[config.mk]
export PLATFORM = sky130hd
export DESIGN_NAME = mdio_master
export DESIGN_NICKNAME = d
export VERILOG_FILES = /design/src/rtl/mdio_pkg.sv /design/src/rtl/mdio_clkgen.sv /design/src/rtl/mdio_seq.sv /design/src/rtl/mdio_master.sv
export SDC_FILE = /design/constraint.sdc
export NUM_CORES = 1
export LEC_CHECK = 0
export BUFFER_PORTS_ARGS = -buffer_cell sky130_fd_sc_hd__buf_2
export CAP_MARGIN = 20
export CORE_MARGIN = 2
export CORE_UTILIZATION = 40
export DETAILED_ROUTE_END_ITERATION = 12
export GPL_ROUTABILITY_DRIVEN = 0
export GPL_TIMING_DRIVEN = 0
export PLACE_DENSITY = 0.69
export SLEW_MARGIN = 10
export SYNTH_ARGS = -nofsm -noshare
export SYNTH_HDL_FRONTEND = slang
export SYNTH_SLANG_ARGS = --single-unit
[constraint.sdc]
create_clock -name clk -period 5 [get_ports clk]
set_input_delay 1.25 -clock clk [delete_from_list [all_inputs] [get_ports clk]]
set_output_delay 1.25 -clock clk [all_outputs]
set_load 0.02 [all_outputs]
[src/rtl/mdio_pkg.sv]
// Shared constants, opcode encoding and frame assembly for the MDIO master.
// Assumes a 64-bit frame sent MSB first, one bit per MDC period.
package mdio_pkg;
    localparam int FRAME_BITS = 64;
    localparam int DRIVE_END  = 46;   // first bit index the PHY owns on a read
    localparam int DATA_FIRST = 48;   // first data bit index

    typedef enum logic [1:0] {
        OP_WRITE = 2'b01,
        OP_READ  = 2'b10
    } mdio_op_e;

    // Assemble the outgoing frame; read frames carry filler where the PHY drives
    function automatic logic [FRAME_BITS-1:0] build_frame(
        input logic        is_read,
        input logic [4:0]  phy,
        input logic [4:0]  regad,
        input logic [15:0] wdata
    );
        mdio_op_e op;
        op = is_read ? OP_READ : OP_WRITE;
        return {32'hFFFF_FFFF, 2'b01, op, phy, regad,
                is_read ? 2'b11 : 2'b10,
                is_read ? 16'h0000 : wdata};
    endfunction
endpackage

[src/rtl/mdio_clkgen.sv]
// MDC generator: while run is high, toggles mdc every HALF_DIV system clocks,
// starting low. Emits one-cycle strobes at the clock edge that makes mdc rise
// or fall. Assumes HALF_DIV >= 1. Holds mdc low while run is low.
module mdio_clkgen #(
    parameter int HALF_DIV = 20
) (
    input  logic clk,
    input  logic rst_n,
    input  logic run,
    output logic mdc,
    output logic rise,
    output logic fall
);
    localparam int CW = $clog2(HALF_DIV + 1);

    logic [CW-1:0] cnt;
    logic          tick;

    assign tick = run && (cnt == CW'(HALF_DIV - 1));
    assign rise = tick && !mdc;
    assign fall = tick && mdc;

    // Half-period counter and MDC toggle
    always_ff @(posedge clk) begin
        if (!rst_n || !run) begin
            cnt <= '0;
            mdc <= 1'b0;
        end else if (tick) begin
            cnt <= '0;
            mdc <= ~mdc;
        end else begin
            cnt <= cnt + 1'b1;
        end
    end
endmodule

[src/rtl/mdio_seq.sv]
// Frame sequencer: loads a frame on an accepted start, shifts one bit per
// falling-edge strobe, captures read data on rising-edge strobes and closes the
// frame after bit 63. Assumes rise/fall strobes come from mdio_clkgen.
module mdio_seq
    import mdio_pkg::*;
(
    input  logic        clk,
    input  logic        rst_n,
    input  logic        start,
    input  logic        rw,
    input  logic [4:0]  phy_addr,
    input  logic [4:0]  reg_addr,
    input  logic [15:0] wr_data,
    input  logic        rise,
    input  logic        fall,
    input  logic        mdio_in,
    output logic        busy,
    output logic        done,
    output logic [15:0] rd_data,
    output logic        mdio_out,
    output logic        mdio_oe
);
    localparam int IW = $clog2(FRAME_BITS);

    logic [FRAME_BITS-1:0] shreg;
    logic [IW-1:0]         bit_idx;
    logic                  is_read;
    logic [15:0]           cap;

    assign mdio_oe  = busy && (!is_read || (bit_idx < IW'(DRIVE_END)));
    assign mdio_out = mdio_oe && shreg[FRAME_BITS-1];

    // Frame state: accept, shift and finish
    always_ff @(posedge clk) begin
        if (!rst_n) begin
            busy    <= 1'b0;
            done    <= 1'b0;
            is_read <= 1'b0;
            bit_idx <= '0;
            shreg   <= '0;
            rd_data <= '0;
        end else begin
            done <= 1'b0;
            if (!busy) begin
                if (start) begin
                    busy    <= 1'b1;
                    is_read <= rw;
                    bit_idx <= '0;
                    shreg   <= build_frame(rw, phy_addr, reg_addr, wr_data);
                end
            end else if (fall) begin
                if (bit_idx == IW'(FRAME_BITS - 1)) begin
                    busy <= 1'b0;
                    done <= 1'b1;
                    if (is_read) rd_data <= cap;
                end else begin
                    bit_idx <= bit_idx + 1'b1;
                    shreg   <= {shreg[FRAME_BITS-2:0], 1'b0};
                end
            end
        end
    end

    // Read capture on the rising MDC edge of each data bit
    always_ff @(posedge clk) begin
        if (!rst_n) begin
            cap <= '0;
        end else if (busy && rise && (bit_idx >= IW'(DATA_FIRST))) begin
            cap <= {cap[14:0], mdio_in};
        end
    end
endmodule

[src/rtl/mdio_master.sv]
// MDIO management master top: joins the MDC generator and frame sequencer and
// checks at build time that HALF_DIV meets the MDC timing limits.
// Assumes an external pad combines mdio_out/mdio_oe/mdio_in.
module mdio_master #(
    parameter int SYS_CLK_HZ = 100_000_000,
    parameter int HALF_DIV   = 20
) (
    input  logic        clk,
    input  logic        rst_n,
    input  logic        start,
    input  logic        rw,
    input  logic [4:0]  phy_addr,
    input  logic [4:0]  reg_addr,
    input  logic [15:0] wr_data,
    output logic [15:0] rd_data,
    output logic        busy,
    output logic        done,
    output logic        mdc,
    output logic        mdio_out,
    output logic        mdio_oe,
    input  logic        mdio_in
);
    localparam longint unsigned HALF_SCALED = 64'(HALF_DIV) * 64'd1_000_000_000;
    localparam longint unsigned PHASE_LIMIT = 64'(SYS_CLK_HZ) * 64'd160;
    localparam longint unsigned PERIOD_LIM  = 64'(SYS_CLK_HZ) * 64'd400;

    generate
        if (HALF_DIV < 1 || HALF_SCALED < PHASE_LIMIT || 2 * HALF_SCALED < PERIOD_LIM) begin : g_bad_div
            $error("mdio_master: HALF_DIV too small for MDC timing limits");
        end
    endgenerate

    logic rise, fall;

    mdio_clkgen #(.HALF_DIV(HALF_DIV)) u_clkgen (
        .clk  (clk),
        .rst_n(rst_n),
        .run  (busy),
        .mdc  (mdc),
        .rise (rise),
        .fall (fall)
    );

    mdio_seq u_seq (
        .clk     (clk),
        .rst_n   (rst_n),
        .start   (start),
        .rw      (rw),
        .phy_addr(phy_addr),
        .reg_addr(reg_addr),
        .wr_data (wr_data),
        .rise    (rise),
        .fall    (fall),
        .mdio_in (mdio_in),
        .busy    (busy),
        .done    (done),
        .rd_data (rd_data),
        .mdio_out(mdio_out),
        .mdio_oe (mdio_oe)
    );
endmodule

# Word level (Yosys, flattened, before mapping)
# Index checks and enable logic that the tools add are counted.
dict set report word_totals {
  reg_bits 111
  latch_bits 0
  ramBits 0
  romBits 0
  inputBits 31
  output_inout_bits 21
  memories 0
}
dict set report classes {
  add_sub_neg 2
  n_mul 0
  div 0
  magnitude_cmp 2
  n_eq_ne 4
  n_shift 0
  mux 16
  bitwise 2
  n_reduce_logical 19
}
# cell n
set ops {}
lappend ops {{$mux W64} 4}
lappend ops {{$mux W6} 4}
lappend ops {{$mux W16} 1}
lappend ops {{$logic_and A1 B1 Y1} 7}
lappend ops {{$add A6 B1 Y6 const B} 1}
lappend ops {{$eq A6 B6 Y1 const B} 1}
lappend ops {{$ge A6 B6 Y1 const B} 1}
lappend ops {{$lt A6 B6 Y1 const B} 1}
lappend ops {{$mux W1} 6}
lappend ops {{$reduce_and A3 Y1} 2}
lappend ops {{$add A5 B1 Y5 const B} 1}
lappend ops {{$eq A5 B5 Y1 const B} 1}
lappend ops {{$logic_not A1 Y1} 4}
lappend ops {{$ne A2 B2 Y1 const B} 2}
lappend ops {{$reduce_and A4 Y1} 1}
lappend ops {{$logic_or A1 B1 Y1} 2}
lappend ops {{$mux W2} 1}
lappend ops {{$not A1 Y1} 2}
lappend ops {{$reduce_and A2 Y1} 1}
lappend ops {{$reduce_bool A2 Y1} 1}
lappend ops {{$reduce_or A2 Y1} 1}

# Logic depth before layout (Yosys ltp)
# Gate-level depths: netlist of run 1.
dict set report depth {
  word_depth 5
  ltp_mapped 8
  depth_no_buf 5
}

# Cells and area by module
# A second synthesis of run 1 with hierarchy kept.
dict set report unflattened {
  hier_cells 454
  hier_area_um2 4191.5
}
# module n_inst cells_each area_each_um2 seq_area_each_um2
set by_module_without_submodules {}
lappend by_module_without_submodules {mdio_seq 1 429 3937.5 2102.0}
lappend by_module_without_submodules {mdio_clkgen 1 25 254.0 120.1}

# Worst setup path before layout of run 1
# No wires, ideal clock.
dict set report synth_path {
  kind {flip-flop to output port}
  from {register u_seq.bit_idx[4]}
  to {output port mdio_out}
  arrival_time_ps 1423
  required_time_ps 3750
  slack_ps 2327
  stages_incl_launch_ff 5
  path_buffers 1
  cell_sequence {dfxtp_1 > clkbuf_1 > a31o_2 > a31oi_1 > and2_1}
}
dict set report synth_via {
  elab_chain_cells 4
}
# item line_no
set synth_lines {}
lappend synth_lines {{start: declaration} mdio_seq.sv:26} ;# logic [IW-1:0] bit_idx;
lappend synth_lines {{start signal: assignment} mdio_seq.sv:57} ;# bit_idx <= bit_idx + 1'b1;
lappend synth_lines {{$lt A6 B6 Y1} mdio_seq.sv:30} ;# assign mdio_oe = busy && (!is_read || (bit_idx < IW'(DRIVE_END)));
lappend synth_lines {{$logic_or A1 B1 Y1} mdio_seq.sv:30}
lappend synth_lines {{$logic_and A1 B1 Y1} mdio_seq.sv:30}
lappend synth_lines {{named net mdio_oe} mdio_master.sv:20} ;# output logic mdio_oe,
lappend synth_lines {{$logic_and A1 B1 Y1} mdio_seq.sv:31} ;# assign mdio_out = mdio_oe && shreg[FRAME_BITS-1];
lappend synth_lines {{end: declaration} mdio_master.sv:19} ;# output logic mdio_out,
# The timed path passes the listed nets, and every way through them passes these cells.

# Final worst setup path of run 1
dict set report layout_path {
  from {register u_seq.bit_idx[4]}
  to {output port mdio_out}
}
dict set report layout_via {
  elab_chain_cells 4
}
# item line_no
set layout_lines {}
lappend layout_lines {{$lt A6 B6 Y1} mdio_seq.sv:30}
lappend layout_lines {{$logic_or A1 B1 Y1} mdio_seq.sv:30}
lappend layout_lines {{$logic_and A1 B1 Y1} mdio_seq.sv:30}
lappend layout_lines {{$logic_and A1 B1 Y1} mdio_seq.sv:31}
# Every way passes these cells.

==> results of run 1 <==
-- power by group --
group	switching (mW)	leakage, nW	internal (mW)	total (mW)
registers	0.0221	0.910	0.926	0.948
clock network	0.319	0.138	0.401	0.720
logic	0.0813	1.26	0.0664	0.148
total	0.422	2.31	1.39	1.82
-- how the worst min path moves through the flow --
stage | startpoint | end | depth (start not counted)
after floorplan | u_clkgen.cnt[0]$_SDFF_PP0_ | u_clkgen.cnt[0]$_SDFF_PP0_ | 1
after global placement | u_clkgen.cnt[0]$_SDFF_PP0_ | u_clkgen.cnt[0]$_SDFF_PP0_ | 1
after detailed placement | u_seq.rd_data[8]$_SDFFE_PN0P_ | u_seq.rd_data[8]$_SDFFE_PN0P_ | 2
after CTS | u_seq.rd_data[10]$_SDFFE_PN0P_ | u_seq.rd_data[10]$_SDFFE_PN0P_ | 2
after global routing | u_seq.rd_data[12]$_SDFFE_PN0P_ | u_seq.rd_data[12]$_SDFFE_PN0P_ | 2
final | u_clkgen.cnt[0]$_SDFF_PP0_ | u_clkgen.cnt[0]$_SDFF_PP0_ | 1
-- worst register-to-register path: stages (launching register included) --
cell and delay, ns:
dfxtp_1 0.36, ha_1 0.24, nand4bb_1 0.15, buf_6 0.17
a311oi_4 0.51, clkbuf_1 0.45, o21ai_0 0.15, o211a_1 0.15
-- cells by family (layout without fill, tap and decap cells) --
| kind of cell | Yosys count | after routing | synth area share [%] |
|---|---|---|---|
| AND/OR/NAND/NOR | 175 | 175 | 18.8 |
| flip-flops | 111 | 111 | 47.8 |
| AO/OA/AOI/OAI | 110 | 110 | 18.2 |
| buffers and inverters | 49 | 116 | 4.57 |
| multiplexers | 43 | 43 | 9.26 |
| XOR/XNOR | 4 | 4 | 0.754 |
| adder cells (fa/ha/maj) | 2 | 2 | 0.538 |
-- state kept, by name (all words and copies together), names as in the netlist, 5 cells and up --
name           flops
u_clkgen.cnt       5
u_seq.bit_idx      6
u_seq.cap         16
u_seq.shreg       64
u_seq.rd_data     16
-- layout make-up --
type | instances | area share, %
sequential | 111 | 41.3
multi-input combinational | 334 | 41.1
timing repair buffer | 51 | 4.74
clock buffer | 11 | 4.51
buffer | 44 | 3.60
tap | 143 | 3.32
clock inverter | 5 | 1.07
inverter | 5 | 0.349
-- cell usage after synthesis --
| library cell | count | area (sq um) |
|---|---|---|
| ha_1 | 2 | 25.0 |
| buf_6 | 2 | 22.5 |
| a31oi_1 | 2 | 12.5 |
| nor3_1 | 21 | 105 |
| buf_4 | 1 | 7.51 |
| a221oi_1 | 1 | 8.76 |
| o311a_1 | 9 | 90.1 |
| a311oi_4 | 1 | 26.3 |
| inv_1 | 5 | 18.8 |
| or2b_1 | 1 | 7.51 |
| nand2_1 | 58 | 218 |
| a21boi_0 | 3 | 22.5 |
| a22oi_1 | 15 | 113 |
| nand2b_1 | 1 | 6.26 |
| buf_2 | 8 | 40.0 |
| clkbuf_1 | 31 | 116 |
| and4_1 | 1 | 8.76 |
| xor2_1 | 1 | 8.76 |
| a311o_1 | 1 | 10.0 |
| nor4_4 | 1 | 21.3 |
| o211a_1 | 34 | 340 |
| dfxtp_1 | 111 | 2220 |
| a31o_2 | 1 | 8.76 |
| nor3b_1 | 19 | 143 |
| nor4_1 | 1 | 6.26 |
| nor2b_1 | 18 | 113 |
| mux2i_1 | 43 | 430 |
| nand3b_1 | 1 | 7.51 |
| nand3_1 | 9 | 45.0 |
| xnor2_1 | 3 | 26.3 |
| and2_1 | 2 | 12.5 |
| and3_1 | 5 | 31.3 |
| o21ai_0 | 31 | 155 |
| a21oi_1 | 11 | 55.1 |
| nand4bb_1 | 1 | 11.3 |
| o22ai_1 | 1 | 6.26 |
| or3_1 | 2 | 12.5 |
| nor2_1 | 34 | 128 |
| buf_1 | 2 | 7.51 |
-- metal layers --
layer	share of wire (%)	vias to the layer above	wire length (um)	GRT usage, %
li1	-	1867	-	-
met5	0	-	0	0
met3	3.7	21	386	4.08
met4	2.3	0	238	7.00
met1	45	1804	4730	20.8
met2	49	65	5080	29.3
-- metrics by stage --
stage / total power [mW] / setup WS [ns] / utilization (%) / hold WS [ns]
after floorplan: 1.07 / 2.33 / - / 0.418
after global placement: 1.11 / 2.21 / 44.7 / 0.428
after detailed placement: 1.12 / 2.18 / 44.7 / 0.443
after CTS: 1.83 / 2.01 / 47.4 / 0.457
after global routing: 1.89 / 1.97 / 47.4 / 0.484
final: 1.82 / 2.07 / 47.4 / 0.453
==> results.cfg, run 1 <==
[setup_path]
worstSetupEndpointType = primary output
worstSetupEndpoint = mdio_out
critical_path.top_delay_family = compound AO/OA/AOI/OAI gates
cp_num_cells = 5
r2r_end = u_seq.shreg[25]$_SDFFE_PN0P_
rr_worst_depth = 7
cp.required_ns = 3.75
crit_chain = clkbuf_1, a31o_2, a31oi_1, and2_1, buf_2
critPathMaxStageDelay_ns = 0.30
critPathBufInv = 2
start_kind = register
r2r-start = u_clkgen.cnt[0]$_SDFF_PP0_
critical_path.startpoint = u_seq.bit_idx[4]$_SDFFE_PN0P_
worst_path_max_delay_cell = dfxtp_1
arrival_ns = 1.68
regToRegSetupSlack_ns = 2.71
critPathKind = register to primary output
crit_path_max_fanout = 7

[global_route]
grt_pass1_vias = 3743
antenna_found_initial = 0
grt.total_usage_pct = 17.2
grt_pass1_wl_um = 17500
overflow = 0
grt_max_degree = 18

[cts]
cts_tree = built
cts_root_buf = clkbuf_16
clkSlewWorstSetupHoldPaths_ns = 0.07
cts_sinks = 111
cts_buffer_depth = 2
insertion_delay_ns = 0.35
cts_hold_buf = 0
post_cts_resized = 0
cts_made_buffers = 9
htreeDepth = 3
postCtsSetupBuffers = 0

[outcome]
outcome = finished clean

[timing]
tns_ns = 0
worst_pin_slew_ns = 0.685
fmax_mhz = 341
relSlewSlack_pct = 54.0
setup_viol_count_final = 0
drv_slew = 0
layout_min_cycle_time_ns = 2.93
fin_crit_sh_pct = 58.7
finalHoldViolations = 0
rsz0062_at_grt = no
clock_skew_ns = 0.00616

[cells_and_area]
finalInstanceArea_sq_um = 5380
final_common_cell = dfxtp_1
finalNonFillerCells = 704
fin_nets = 589
drive_above_1_share_pct = 14.3
area_growth_pct = 15.8
antenna_cells = 0
fill_cells = 1070
mostFrequentLayoutCells = dfxtp_1 (111), buf_2 (59), nand2_1 (58), mux2i_1 (43)
seqCellArea_sq_um = 2220
multi_input_area_sq_um = 2210

[detailed_routing]
drt_iter0_markers = 195
wl_um = 10400
vias = 3757
routed_via_density = 5.34
drtPass1Iterations = 4
drc_errors = 0
antenna_left = 0
wl_per_cell_um = 14.8

[power]
p_per_area_nw_per_um2 = 337
p_leak_nw = 2.31
ir_drop_uv = 202

[synth]
syn-num-nets = 527
postSynthCellCount = 494
ys_ff_latch = 111
syn_avg_cell_area_sq_um = 9.41
synth.distinct_cells = 39
ys_seq_area_share_pct = 47.8
yosysWarnings = 0
syn_area_sq_um = 4650

[floorplanning]
start_util_pct = 40.9
dieWidth_um = 112
core_area_sq_um = 11400
pin_count = 52
dieArea_sq_um = 12500
fp.dieH_um = 112
rows = 39

[placed_design]
port_buffers = 51
dpl.hpwl_um = 7430
placed_area_sq_um = 5080
dp_cells = 688

[flow_run]
maxCapViolations = 0

[min_path]
hold_path_class = register to register
(Power assumes the default switching activity.)
==> run 2, diff against run 1 <==
ABC_AREA = 1   (was unset)
clock period = 2.8 ns   (was 5 ns; I/O delays follow)
==> results.cfg, run 2 <==
[cells_and_area]
antenna_cells = 0
multi_input_area_sq_um = 2030
largest_reg_flops = 64
mostFrequentLayoutCells = nand2_1 (193), inv_1 (122), dfxtp_1 (111), nor2_1 (64), buf_2 (62)
fin_nets = 811
top_register = u_seq.shreg
final_common_cell = nand2_1
drive_above_1_share_pct = 14.3
seqCellArea_sq_um = 2220
fill_cells = 1248
area_growth_pct = 15.5
largestRegisters = u_seq.shreg: 64 flops, u_seq.cap: 16 flops, u_seq.rd_data: 16 flops
finalNonFillerCells = 951

[detailed_routing]
wl_um = 10900
drt_iter0_markers = 225
wl_per_cell_um = 11.4
routed_via_density = 4.54
vias = 4315
antenna_left = 0
drtPass1Iterations = 5
drc_errors = 0

[synth]
synth.most_common_cell = nand2_1
syn_avg_cell_area_sq_um = 6.93
syn_area_sq_um = 4960
yosys-top-cells-area = dfxtp_1 (45%), nand2_1 (15%), inv_1 (9.2%), nor2_1 (4.8%), a21oi_1 (4.3%)
synthArstFlopShare_pct = 0
synth_edf_count = 0
yosysWarnings = 0
yosysTopAreaCell = dfxtp_1
synth.distinct_cells = 31
ys_seq_area_share_pct = 44.8
yosys.area.top_type_share_pct = 44.8
syn-num-nets = 749
postSynthCellCount = 716
ys.flop_type = dfxtp_1
synth_common_cells = nand2_1 (193), inv_1 (122), dfxtp_1 (111)
ys_ff_latch = 111

[setup_path]
critPathKind = register to primary output
crit_path_max_fanout = 10
worst_path_max_delay_cell = dfxtp_1
regToRegSetupSlack_ns = 0.98
crit_chain = buf_4, inv_1, clkbuf_1, a21oi_1, and2_1, buf_2
cp.required_ns = 2.10
worstSetupEndpointType = primary output
critPathMaxStageDelay_ns = 0.34
start_kind = register
arrival_ns = 1.87

[floorplanning]
dieArea_sq_um = 13300
start_util_pct = 41.2
rows = 40
dieWidth_um = 115
core_area_sq_um = 12100
fp.dieH_um = 115
pin_count = 52

[timing]
worst_pin_slew_ns = 0.546
setup_viol_count_final = 0
drv_slew = 0
tns_ns = 0
fmax_mhz = 389
relSlewSlack_pct = 63.6
clock_skew_ns = 0.00816
finalHoldViolations = 0
layout_min_cycle_time_ns = 2.57
rsz0062_at_grt = no
fin_crit_sh_pct = 91.8

[placed_design]
dp_cells = 935
dpl.hpwl_um = 7640
port_buffers = 51

[outcome]
outcome = finished clean

[cts]
cts_root_buf = clkbuf_16
postCtsSetupBuffers = 0
cts_sinks = 111
htreeDepth = 3
post_cts_resized = 0
cts_hold_buf = 0
cts_tree = built
cts_made_buffers = 9
clkSlewWorstSetupHoldPaths_ns = 0.08
cts_buffer_depth = 2
insertion_delay_ns = 0.35

[power]
p_leak_nw = 2.91
p_per_area_nw_per_um2 = 602
ir_drop_uv = 540

[global_route]
grtUsageMet3_pct = 4.24
grt_max_degree = 20
use_met2_pct = 27.0
grt_pass1_vias = 3911
grt.total_usage_pct = 17.3
grt_pass1_wl_um = 18400
met1_usage_pct = 24.0
grt.busiest_layer = met2
overflow = 0
antenna_found_initial = 0

[min_path]
hold_path_class = register to register

[flow_run]
maxCapViolations = 0
==> run 2: changes by cell type in the layout (fill, tap and decap cells not counted), sizes merged, moves of 20 or more <==
cell	delta
nand2	+139
mux2i	-43
nor2	+36
a21oi	+32
inv	+124
nand3	+21
o211a	-34
nor3	-20
clkbuf	-20
==> run 2: logic make-up (layout without fill, tap and decap cells) <==
family / after synthesis / after routing / synth area share [%]
adders and majority gates: 2 / 2 / 0.504
xor gates and xnor gates: 2 / 2 / 0.353
and+or+nand+nor: 326 / 326 / 28.1
AOI/OAI and AO/OA: 107 / 107 / 12.0
buffers and inverters: 168 / 235 / 14.3
DFF: 111 / 111 / 44.8
==> run 2: through the flow <==
step                setup slack [ns]  hold slack [ns]  utilization (%)  area, sq um  total power [mW]
floorplan                      0.566            0.418                -         4960              2.06
finish                         0.229            0.445             47.6         5740              3.45
CTS                            0.199            0.446             47.6         5740              3.49
detailed placement             0.586            0.437             45.0         5430              2.17
global placement               0.639            0.429             45.0         5430              2.16
global route                  0.0981            0.469             47.6         5740              3.62
==> run 2: worst paths after layout <==
kind                                  from  cells past startpoint                           end
max                  u_seq.busy$_SDFF_PN0_                      6                      mdio_out
min           u_seq.shreg[57]$_SDFFE_PN0P_                      2  u_seq.shreg[58]$_SDFFE_PN0P_
max reg2reg  u_seq.bit_idx[1]$_SDFFE_PN0P_                     11   u_seq.shreg[4]$_SDFFE_PN0P_
min reg2reg   u_seq.shreg[57]$_SDFFE_PN0P_                      2  u_seq.shreg[58]$_SDFFE_PN0P_
==> run 2: critical path: cells and delay by family, from the launching register on <==
family,cells,cell delay (ns)
buffers and inverters,4,0.63
DFF,1,0.34
AOI/OAI and AO/OA,1,0.34
and+or+nand+nor,1,0.20
==> run 2: metal layers <==
layer	part of all wire, %	routed length [um]
met1	50	5440
met2	43	4700
met3	5.4	585
met4	1.3	144
met5	0	0
==> run 2: power by group <==
| part | switching (mW) | internal, mW |
|---|---|---|
| logic | 0.249 | 0.149 |
| registers | 0.0484 | 1.69 |
| clock network | 0.615 | 0.707 |
==> run 2: area by class of cell <==
type / instances / area share, %
Clock buffer: 9 / 3.93
Buffer: 39 / 3.90
Inverter: 129 / 8.44
Tap cell: 168 / 3.66
Timing Repair Buffer: 51 / 4.45
Sequential cell: 111 / 38.7
Multi-Input combinational cell: 437 / 35.5
Clock inverter: 7 / 1.40
